### src/rtl/txr_pkg.sv
package txr_pkg;
  localparam int OWN_BIT = 15;
  localparam int IRQ_TXDONE_BIT = 4;

  typedef enum logic [2:0] {
    REG_BASE_LO = 3'd0,
    REG_BASE_HI = 3'd1,
    REG_POLL    = 3'd2,
    REG_CTRL    = 3'd3,
    REG_IRQCLR  = 3'd4
  } regAddr_e;

  // word index inside a descriptor; byte offset is index * 4
  typedef enum logic [1:0] {
    SEL_STAT = 2'd0,
    SEL_BUF  = 2'd1,
    SEL_NEXT = 2'd2
  } wordSel_e;

  typedef struct packed {
    logic     ldStatus;
    logic     ldBuf;
    logic     ldNext;
    logic     advance;
    logic     rewind;
    logic     setIrq;
    wordSel_e sel;
  } dpCtl_t;
endpackage

### src/rtl/txr_ctrl.sv
module txr_ctrl
  import txr_pkg::*;
(
  input  logic   clk,
  input  logic   rstN,
  input  logic   pollHit,
  input  logic   macRst,
  input  logic   memAck,
  input  logic   ownerSet,
  input  logic   txDone,
  output dpCtl_t ctl,
  output logic   memReq,
  output logic   memWe,
  output logic   txStart
);
  typedef enum logic [2:0] {
    S_IDLE, S_RD_STAT, S_RD_BUF, S_RD_NEXT, S_START, S_WAIT, S_WB
  } state_e;

  state_e state, nxt;

  always_ff @(posedge clk) begin
    if (!rstN)       state <= S_IDLE;
    else if (macRst) state <= S_IDLE;
    else             state <= nxt;
  end

  always_comb begin
    nxt     = state;
    ctl     = '0;
    ctl.sel = SEL_STAT;
    memReq  = 1'b0;
    memWe   = 1'b0;
    txStart = 1'b0;
    ctl.rewind = macRst;
    unique case (state)
      S_IDLE: if (pollHit) nxt = S_RD_STAT;
      S_RD_STAT: begin
        memReq = 1'b1;
        if (memAck) begin
          ctl.ldStatus = 1'b1;
          nxt = ownerSet ? S_RD_BUF : S_IDLE;
        end
      end
      S_RD_BUF: begin
        memReq  = 1'b1;
        ctl.sel = SEL_BUF;
        if (memAck) begin
          ctl.ldBuf = 1'b1;
          nxt = S_RD_NEXT;
        end
      end
      S_RD_NEXT: begin
        memReq  = 1'b1;
        ctl.sel = SEL_NEXT;
        if (memAck) begin
          ctl.ldNext = 1'b1;
          nxt = S_START;
        end
      end
      S_START: begin
        txStart = 1'b1;
        nxt = S_WAIT;
      end
      S_WAIT: if (txDone) nxt = S_WB;
      S_WB: begin
        memReq = 1'b1;
        memWe  = 1'b1;
        if (memAck) begin
          ctl.setIrq  = 1'b1;
          ctl.advance = 1'b1;
          nxt = S_RD_STAT;
        end
      end
      default: nxt = S_IDLE;
    endcase
  end

  // the start strobe never lasts two cycles
  p_start_pulse_r5: assert property (@(posedge clk) disable iff (!rstN)
    txStart |=> !txStart);

  // a MAC reset leaves no memory traffic or frame start behind it
  p_rst_idle_r8: assert property (@(posedge clk) disable iff (!rstN)
    macRst |=> (!memReq && !txStart));
endmodule

### src/rtl/txr_dp.sv
module txr_dp
  import txr_pkg::*;
#(
  parameter int REG_W   = 16,
  parameter int ALIGN_W = 5,
  parameter int MIN_LEN = 60,
  localparam int ADDR_W = 2 * REG_W,
  localparam int WORD_W = 2 * REG_W
)(
  input  logic              clk,
  input  logic              rstN,
  input  dpCtl_t            ctl,
  input  logic              baseLoWe,
  input  logic              baseHiWe,
  input  logic              irqClrWe,
  input  logic [REG_W-1:0]  regWdata,
  input  logic [WORD_W-1:0] memRdata,
  input  logic              memReq,
  input  logic              memWe,
  input  logic              memAck,
  input  logic              txStart,
  output logic [ADDR_W-1:0] memAddr,
  output logic [WORD_W-1:0] memWdata,
  output logic [ADDR_W-1:0] txBufAddr,
  output logic [REG_W-1:0]  txLen,
  output logic [REG_W-1:0]  irqStatus
);
  localparam logic [REG_W-1:0] MIN_LEN_V = REG_W'(MIN_LEN);

  logic [ADDR_W-1:0] baseAddr, curPtr, bufAddr, nextPtr;
  logic [WORD_W-1:0] statWord;
  logic [REG_W-1:0]  lenField;

  always_ff @(posedge clk) begin
    if (!rstN) begin
      baseAddr <= '0;
    end else begin
      if (baseLoWe) baseAddr[REG_W-1:0] <= {regWdata[REG_W-1:ALIGN_W], {ALIGN_W{1'b0}}};
      if (baseHiWe) baseAddr[ADDR_W-1:REG_W] <= regWdata;
    end
  end

  always_ff @(posedge clk) begin
    if (!rstN)            curPtr <= '0;
    else if (ctl.rewind)  curPtr <= baseAddr;
    else if (ctl.advance) curPtr <= nextPtr;
  end

  always_ff @(posedge clk) begin
    if (!rstN) begin
      statWord <= '0;
      bufAddr  <= '0;
      nextPtr  <= '0;
    end else begin
      if (ctl.ldStatus) statWord <= memRdata;
      if (ctl.ldBuf)    bufAddr  <= memRdata;
      if (ctl.ldNext)   nextPtr  <= {memRdata[ADDR_W-1:ALIGN_W], {ALIGN_W{1'b0}}};
    end
  end

  always_ff @(posedge clk) begin
    if (!rstN) begin
      irqStatus <= '0;
    end else begin
      for (int b = 0; b < REG_W; b++) begin
        if (b == IRQ_TXDONE_BIT && ctl.setIrq) irqStatus[b] <= 1'b1;
        else if (irqClrWe && regWdata[b])      irqStatus[b] <= 1'b0;
      end
    end
  end

  assign memAddr   = curPtr + {{(ADDR_W-4){1'b0}}, ctl.sel, 2'b00};
  assign lenField  = statWord[WORD_W-1:REG_W];
  assign txLen     = (lenField < MIN_LEN_V) ? MIN_LEN_V : lenField;
  assign txBufAddr = bufAddr;
  always_comb begin
    memWdata = statWord;
    memWdata[OWN_BIT] = 1'b0;
  end

  // the sender is never told a length below the minimum
  p_min_len_r5: assert property (@(posedge clk) disable iff (!rstN)
    txStart |-> (txLen >= MIN_LEN_V));

  // memory traffic only touches word offsets 0, 4 and 8 of a descriptor
  p_desc_offset_r3: assert property (@(posedge clk) disable iff (!rstN)
    memReq |-> (memAddr[1:0] == 2'b00 && memAddr[ALIGN_W-1:0] <= 8));

  // a write-back always hands the descriptor to the host
  p_wb_owner_clear_r6: assert property (@(posedge clk) disable iff (!rstN)
    (memReq && memWe) |-> !memWdata[OWN_BIT]);

  // the finished flag rises only right after a completed write
  p_irq_after_wb_r6: assert property (@(posedge clk) disable iff (!rstN)
    $rose(irqStatus[IRQ_TXDONE_BIT]) |-> $past(memReq && memWe && memAck));
endmodule

### src/rtl/txring_fetcher.sv
module txring_fetcher
  import txr_pkg::*;
#(
  parameter int REG_W   = 16,
  parameter int ALIGN_W = 5,
  parameter int MIN_LEN = 60
)(
  input  logic        clk,
  input  logic        rstN,
  input  logic        regWe,
  input  logic [2:0]  regAddr,
  input  logic [15:0] regWdata,
  output logic        memReq,
  output logic        memWe,
  output logic [31:0] memAddr,
  output logic [31:0] memWdata,
  input  logic [31:0] memRdata,
  input  logic        memAck,
  output logic        txStart,
  output logic [31:0] txBufAddr,
  output logic [15:0] txLen,
  input  logic        txDone,
  output logic [15:0] irqStatus
);
  dpCtl_t ctl;
  logic pollHit, macRst, baseLoWe, baseHiWe, irqClrWe;

  assign pollHit  = regWe && regAddr == REG_POLL && regWdata[0];
  assign macRst   = regWe && regAddr == REG_CTRL && regWdata[0];
  assign baseLoWe = regWe && regAddr == REG_BASE_LO;
  assign baseHiWe = regWe && regAddr == REG_BASE_HI;
  assign irqClrWe = regWe && regAddr == REG_IRQCLR;

  txr_ctrl u_ctrl (
    .clk(clk), .rstN(rstN), .pollHit(pollHit), .macRst(macRst),
    .memAck(memAck), .ownerSet(memRdata[OWN_BIT]), .txDone(txDone),
    .ctl(ctl), .memReq(memReq), .memWe(memWe), .txStart(txStart)
  );

  txr_dp #(.REG_W(REG_W), .ALIGN_W(ALIGN_W), .MIN_LEN(MIN_LEN)) u_dp (
    .clk(clk), .rstN(rstN), .ctl(ctl),
    .baseLoWe(baseLoWe), .baseHiWe(baseHiWe), .irqClrWe(irqClrWe),
    .regWdata(regWdata), .memRdata(memRdata),
    .memReq(memReq), .memWe(memWe), .memAck(memAck), .txStart(txStart),
    .memAddr(memAddr), .memWdata(memWdata),
    .txBufAddr(txBufAddr), .txLen(txLen), .irqStatus(irqStatus)
  );
endmodule

### config.mk
export PLATFORM = sky130hd
export DESIGN_NAME = txring_fetcher
export DESIGN_NICKNAME = d
export VERILOG_FILES = /design/src/rtl/txr_pkg.sv /design/src/rtl/txr_ctrl.sv /design/src/rtl/txr_dp.sv /design/src/rtl/txring_fetcher.sv
export SDC_FILE = /design/constraint.sdc
export NUM_CORES = 1
export LEC_CHECK = 0
export ABC_AREA = 1
export CAP_MARGIN = 20
export CORE_AREA = 2 2 124 126
export CTS_CLUSTER_DIAMETER = 60
export DETAILED_ROUTE_END_ITERATION = 8
export DIE_AREA = 0 0 126 128
export GPL_ROUTABILITY_DRIVEN = 0
export PLACE_DENSITY = 0.76
export SLEW_MARGIN = 25
export SYNTH_ARGS = -nofsm -noshare
export SYNTH_HDL_FRONTEND = slang
export SYNTH_SLANG_ARGS = --single-unit
### constraint.sdc
create_clock -name clk -period 1.2 [get_ports clk]
set_input_delay 0.12 -clock clk [delete_from_list [all_inputs] [get_ports clk]]
set_output_delay 0.12 -clock clk [all_outputs]
set_load 0.005 [all_outputs]
* After elaboration in Yosys (flattened, before gate mapping)
Cells that the tools add are included.
W data, S select, Z words.
** Storage, ports and cells
- Output and inout bits :: 131
- Bits of input ports :: 56
- Word-level logic and storage cells :: 64
- Bits in registers :: 154
** Operators by class
- Reduce and logical (&&, ||, !) cells :: 15
- Magnitude comparators :: 1
- Bitwise logic cells :: 1
- Muxes and demuxes :: 22
- Add/sub/neg operators :: 1
- Equal/unequal tests :: 16
** Operator list (count)
- $mux W32 :: 2
- $add A32 B4 Y32 :: 1
- $pmux W3 S7 :: 1
- $mux W3 :: 6
- $lt A16 B6 Y1 const B :: 1
- $mux W16 :: 1
- $eq A3 B2 Y1 const B :: 4
- $eq A3 B3 Y1 const B :: 4
- $ne A2 B2 Y1 const B :: 6
- $mux W1 :: 10
- $logic_and A1 B1 Y1 :: 8
- $eq A3 B1 Y1 const B :: 2
- $logic_not A3 Y1 :: 2
- $reduce_and A6 Y1 :: 1
- $pmux W2 S2 :: 1
- $reduce_bool A2 Y1 :: 2
- $reduce_or A4 Y1 :: 1
- $mux W2 :: 1
- $reduce_or A2 Y1 :: 1
- $not A1 Y1 :: 1

* Logic depth before layout (Yosys ltp)
Gate-level depths: netlist (run 1).
- Depth after elaboration :: 5
- Mapped depth :: 9
- Depth with buffers taken out :: 8

* Cells and area by module
From an unflattened synthesis (run 1), not the netlist that was laid out.
** Unflattened totals
- Cell total of the unflattened synthesis :: 779
- Area total of the unflattened synthesis :: 5853.1 um2
** By module, submodules not included
- txr_dp :: cells an instance 713, times used 1, area an instance 5492.8 um2, seq. area each 2902.8 um2
- txr_ctrl :: cells an instance 51, times used 1, area an instance 299.0 um2, seq. area each 60.1 um2
- txring_fetcher :: cells an instance 15, times used 1, area an instance 61.3 um2, seq. area each 0.0 um2

* Worst setup path after synthesis (run 1)
No wires, ideal clock.
- Path kind :: register to register
- From :: register u_ctrl.state[0]
- To :: register u_dp.curPtr[11]
- Arrival :: 1.125 ns
- Buffers on the path :: 1
- Library setup time :: 0.142 ns
- Slack :: -0.067 ns
- Required time :: 1.058 ns
- Cell stages (with the launch flop) :: 10
- Clock period less this slack :: 1.267 ns
- Path through :: dfxtp_1 inv_2 nand3_2 nor2_4 inv_4 nand2_8 clkinv_4 buf_8 nand2_2 a21oi_2
** Between the ends
- Longest elaborated chain between the ends :: 3
** Ends and longest elaborated chain
- start, declared :: line txr_ctrl.sv:20 : state_e state, nxt;
- start signal, assigned :: line txr_ctrl.sv:25 : else state <= nxt;
- $eq A3 B3 Y1 :: line txr_ctrl.sv:36 : unique case (state)
- $mux W1 :: line txr_ctrl.sv:36
- $reduce_bool A2 Y1 (no line)
- end signal, assigned :: line txr_dp.sv:45 : else if (ctl.rewind) curPtr <= baseAddr;
- end signal, assigned :: line txr_dp.sv:46 : else if (ctl.advance) curPtr <= nextPtr;
- end, declared :: line txr_dp.sv:30 : logic [ADDR_W-1:0] baseAddr, curPtr, bufAddr, nextPtr;
No other way between the ends.
A chain may end at the register's enable or synchronous reset.

* Worst setup path in the final report (run 1)
- From :: register u_dp.statWord[26]
- To :: output port txLen[5]
** Between the ends
- Longest elaborated chain between the ends :: 2
** Ends and longest elaborated chain
- start, declared :: line txr_dp.sv:31 : logic [WORD_W-1:0] statWord;
- start signal, assigned :: line txr_dp.sv:55 : if (ctl.ldStatus) statWord <= memRdata;
- $lt A16 B6 Y1 :: line txr_dp.sv:74 : assign txLen = (lenField < MIN_LEN_V) ? MIN_LEN_V : lenField;
- $mux W16 :: line txr_dp.sv:74
- end, declared :: line txring_fetcher.sv:21 : output logic [15:0] txLen,
No other way between the ends.

==> results of run 1 <==
through the flow:
step	setup TNS (ns)	instances	total power (uW)	utilization [%]	instance area [um2]
2_1_floorplan	-0.4185	812	6808	-	6187
4_1_cts	-34.31	1250	14050	69.81	10380
5_1_grt	-46.52	1255	15200	73.84	10980
3_3_place_gp	-40.49	1164	8620	55.87	8304
6_report	-39.81	1255	14680	73.84	10980
3_5_place_dp	-46.61	1164	8672	55.87	8304
power groups by stage:
stage               clock [uW]  combinational (uW)  sequential, uW
floorplan                    0                1290            5520
global placement             0                3150            5470
detailed placement           0                3200            5470
CTS                       4590                4080            5380
global route              4810                4950            5440
finish                    4590                4670            5420
area by class of cell:
class / count / area, um2
tap: 188 / 235.2
clock buffer: 21 / 450.4
multi-input combinational: 515 / 3847
clock inverter: 6 / 36.28
inverter: 75 / 335.3
fill: 1037 / 3889
timing repair buffer: 299 / 2954
sequential: 148 / 3050
timing repair inverter: 3 / 66.31
flip-flops by register name, summed over array words and instances, names as in the netlist:
name,count
u_ctrl.state,3
u_dp.baseAddr,27
u_dp.curPtr,27
u_dp.irqStatus,1
u_dp.nextPtr,27
u_dp.statWord,31
u_dp.txBufAddr,32
layer usage:
| metal | track usage (%) | vias to the layer above | wire length (um) |
|---|---|---|---|
| li1 | - | 3084 | - |
| met1 | 31.99 | 3194 | 9384 |
| met2 | 47.38 | 269 | 12170 |
| met3 | 6.344 | 46 | 1483 |
| met4 | 11.31 | 0 | 540 |
| met5 | 0 | - | 0 |
what timing repair did:
action	CTS	global route
pin swaps	73	76
cloned	17	5
hold buffers	0	0
buffers inserted	46	11
endpoints found under the setup margin	227	160
resized for setup	559	190
logic make-up (layout without fill, tap and decap cells):
kind of cell | after synthesis | in the layout
AOI/OAI and AO/OA | 208 | 208
buffers and inverters | 156 | 404
DFF | 148 | 148
other | 1 | 19
and+or+nand+nor | 281 | 288
worst max-delay path: stages, from the launching register on:
cell and delay [ns]:
dfxtp_2 0.33, nor2_2 0.12, nand2_1 0.10, a41oi_2 0.23
nand2_2 0.11, buf_6 0.14, nand2_1 0.04, buf_2 0.11
final timing paths:
check / from / to / slack (ns) / cells after the start
worst max-delay path: u_dp.statWord[26] / txLen[5] / -0.53 / 7
worst min-delay path: rstN / u_dp.nextPtr[19] / 0.21 / 3
worst max register to register: u_ctrl.state[1] / u_dp.statWord[17] / -0.41 / 10
worst min register to register: u_dp.curPtr[9] / u_dp.curPtr[9] / 0.45 / 2
Yosys cell counts (3+ instances only):
master and count:
dfxtp_1 148, nand2_1 121, a21oi_1 109, o21ai_0 86, nand3_1 68, inv_1 66
nor2_1 64, clkbuf_1 36, buf_4 29, nand2_2 12, a21oi_2 10, buf_2 8
buf_6 6, inv_2 4, nor2_4 4, nand4_1 3, nor3_1 3
==> impl_metrics.toml, run 1 <==
[outcome]
violations = "setup timing"
status = "finished with violations"

[cts]
clkLatencyLatePin_ns = 0.42
cts_max_level = 4
clk_pin_slew_worst_paths_ns = 0.06
cts_root_buffer = "clkbuf_16"
cts_buffers = 17
clock-sinks = 148
cts_tree = "done"
clock_path_buffers = 2

[route]
totalWireLength_um = 23580
route.detailed.drc = 0
drt_pre_antenna_iters = 5
via_per_inst = 5.253
via_count = 6593
postRouteAntennaNets = 0
initialDrtViolationCount = 527
wl_per_cell_um = 18.79

[floorplan]
io_pins = 187
die_h_um = 128
coreArea_mm2 = 0.01486
initial_core_util_pct = 41.01
fp.dieW_um = 126
rows = 45
die_area_mm2 = 0.01613

[cells_and_area]
syn2layout_area_growth_pct = 80.05
final_nets = 1115
n_antenna_cell = 0
drive_above_1_share_pct = 51.17
final_common_cell = "a21oi_2"
final_cell_mix = "88 x a21oi_2, 82 x dfxtp_1, 71 x dlygate4sd2_1, 67 x nand2_1, 67 x buf_4"

[global_route]
grt-ovfl-total = 0
grt_pass1_vias = 6643
grt_max_degree = 60
antenna_found_initial = 0
grt_pass1_wl_um = 34320
grt_util_all_layers_pct = 27.09

[synth]
ys_types = 31
synth-adder-area-share_pct = 0
synth_seq_area_share_pct = 48.60
ys.flop_type = "dfxtp_1"
synth-xor-area-share_pct = 0
synth_top_family_by_area = "simple AND/OR/NAND/NOR gates"
synth.area.top_cells = "dfxtp_1 49%, a21oi_1 8.9%, nand2_1 7.5%"
yosysTopAreaCell = "dfxtp_1"
synth_compound_area_share_pct = 17.84
synth_top_cell_area_share_pct = 48.60
syn_area_per_cell_um2 = 7.677
synthMuxAreaShare_pct = 0
syn_inst = 794
synth-seq-cells = 148
async_reset_ff_share_pct = 0
synth_edf_count = 0
synth-warning-count = 0
synth_simple_gate_area_share_pct = 20.87
syn-cell-area_mm2 = 0.006096

[sta]
whs_ns = 0.2114
finalClockSkew_ns = 0.007800
slew_viol_final = 0
min_period_over_period_pct = 143.9
period_minus_slack_ns = 1.726
grt_setup_unrepaired = "true"
finalWorstSetupSlack_ns = -0.5264
worst_pin_slew_ns = 0.5748
setup_viol = 133
hold_viol_final = 0
max-slew-margin-rel_pct = 61.68
fmax_ghz = 0.5792

[power_and_ir_drop]
p_switching_uw = 4502
p_leak_uw = 0.004505
vdd_ir_drop_max_mv = 1.123
p_sw_share_pct = 30.67
power.share.sequential_pct = 36.9
clockPowerShare_pct = 31.3
comb_power_share_pct = 31.8
power_density_mw_per_mm2 = 1337
internal_power_uw = 10180

[critical_path]
critPathRequiredTime_ns = 1.08
start_kind = "register"
worstPathArrival_ns = 1.61
crit_fanout = 2
crit_type = "reg2out"
cp-end-kind = "primary output"

[flow_run]
drv_cap = 0

[min_path]
hold_class = "in2reg"

[placement]
portBuffers = 167
placement.setup.worst_slack_ns = -0.3887
dp_hpwl_um = 13180
No activity file was read; power rests on OpenSTA's default activity.
==> inputs of run 2 (changes only) <==
- CORE_AREA: 2 2 124 126 -> 3 3 125 127
- DIE_AREA: 0 0 126 128 -> 0 0 128 130
==> impl_metrics.toml, run 2 (same netlist as run 1, synthesis figures left out) <==
[cells_and_area]
nFillCells = 909
multi_input_area_mm2 = 0.003875
final_cell_mix = "82 x dfxtp_1, 81 x a21oi_2, 71 x dlygate4sd2_1, 67 x nand2_1, 64 x inv_1"
final_util_pct = 76.03
final_nets = 1100
regArea_mm2 = 0.003053
final_common_cell = "dfxtp_1"
syn2layout_area_growth_pct = 81.28
final_cells = 1240
largest_reg_flops = 32
n_antenna_cell = 0
drive_above_1_share_pct = 50.47

[floorplan]
die_h_um = 130
coreArea_mm2 = 0.01453
rows = 44
fp.dieW_um = 128
die_area_mm2 = 0.01664
io_pins = 187
initial_core_util_pct = 41.94

[route]
drt_pre_antenna_iters = 4
via_per_inst = 5.310
route.detailed.drc = 0
totalWireLength_um = 24400
postRouteAntennaNets = 0
via_count = 6585
wl_per_cell_um = 19.68
initialDrtViolationCount = 399

[sta]
slew_viol_final = 0
max-slew-margin-rel_pct = 63.80
fmax_ghz = 0.5891
setup_viol = 135
grt_setup_unrepaired = "true"
finalClockSkew_ns = 0.01674
finalWorstSetupSlack_ns = -0.4974
worst_pin_slew_ns = 0.5430
period_minus_slack_ns = 1.697
hold_viol_final = 0
min_period_over_period_pct = 141.4
fin_setup_tns_ns = -30.08

[cts]
hold_buffers = 0
cts_root_buffer = "clkbuf_16"
cts_tree = "done"
clock-sinks = 148
cts_max_level = 4
clkLatencyLatePin_ns = 0.44
clk_pin_slew_worst_paths_ns = 0.06
cts_buffers = 17
clock_path_buffers = 2

[global_route]
grt_util_met3_pct = 6.877
grt-ovfl-total = 0
antenna_found_initial = 0
busiest_layer = "met2"
grt_pass1_wl_um = 35330
grt_max_degree = 54
use_met1_pct = 31.99
grt_pass1_vias = 6662
met2_usage_pct = 48.64
grt_util_all_layers_pct = 27.40

[outcome]
status = "finished with violations"
violations = "setup timing"

[critical_path]
critPathRequiredTime_ns = 1.08
crit_fanout = 3
worstPathArrival_ns = 1.58
cp-end-kind = "primary output"
crit_type = "reg2out"
start_kind = "register"

[placement]
portBuffers = 167
post-place-cells = 1153
dp_hpwl_um = 13290
placement.setup.worst_slack_ns = -0.4742

[min_path]
hold_class = "in2reg"

[flow_run]
drv_cap = 0

[power_and_ir_drop]
vdd_ir_drop_max_mv = 1.425
p_leak_uw = 0.004435
power_density_mw_per_mm2 = 1377
==> run 2: cell count changes in the layout (fill, tap and decap cells not counted), sizes merged, moves of 2 or more <==
cell,before,now
clkbuf,38,21
buf,153,149
clkdlybuf4s15,2,7
clkinvlp,1,5
inv,74,76
dlymetal6s2s,2,0
==> run 2: per-layer routing <==
layer	share of wire [%]	up-vias
met5	0	-
met4	3.0	0
met3	6.6	60
met2	52	282
met1	39	3187
li1	-	3056
==> run 2: critical path: stages (launching register included) <==
cell,delay [ns]
dfxtp_2,0.33
nor2_2,0.10
nand2_1,0.10
nor3_4,0.20
nand2_2,0.10
nand2_1,0.10
clkdlybuf4s15_2,0.22
==> run 2: per-stage QoR <==
| step | cell area, um2 | hold slack, ns | total power (uW) |
|---|---|---|---|
| 2_1_floorplan | 6187 | 0.2834 | 6808 |
| 3_3_place_gp | 8259 | 0.4305 | 8646 |
| 3_5_place_dp | 8259 | 0.4453 | 8685 |
| 4_1_cts | 10490 | 0.1738 | 14750 |
| 5_1_grt | 11050 | 0.1961 | 15730 |
| 6_report | 11050 | 0.2083 | 15220 |
==> run 2: where the power goes <==
group          switching, uW  internal, uW  total (uW)  leakage [uW]
Sequential               206          5230        5440       0.00123
Clock                   2220          2840        5060      0.000252
Combinational           2370          2350        4720       0.00295
==> run 2: worst paths after layout <==
| path | start | endpoint | slack (ns) | cells after the start |
|---|---|---|---|---|
| max | u_dp.statWord[22] | txLen[4] | -0.50 | 6 |
| min | rstN | u_dp.nextPtr[6] | 0.21 | 4 |
| max reg2reg | u_ctrl.state[0] | u_dp.statWord[21] | -0.34 | 9 |
| min reg2reg | u_dp.curPtr[6] | u_dp.curPtr[6] | 0.45 | 2 |
==> run 2: what timing repair did <==
action | 4_1_cts | 5_1_grt
setup buffers | 49 | 8
pin swaps | 70 | 76
cloned | 22 | 0
endpoints found under the setup margin | 232 | 158
resized for setup | 541 | 218
endpoints found under the hold margin | 0 | 0
==> run 2: final cells by class <==
type | count | area share, %
clock buffers | 19 | 3.918
clock inverters | 12 | 0.9851
inverters | 75 | 3.034
multi-input cells | 514 | 35.07
flip-flops and latches | 148 | 27.63
well taps | 184 | 2.083
repair buffers | 285 | 26.69
repair inverters | 3 | 0.6001
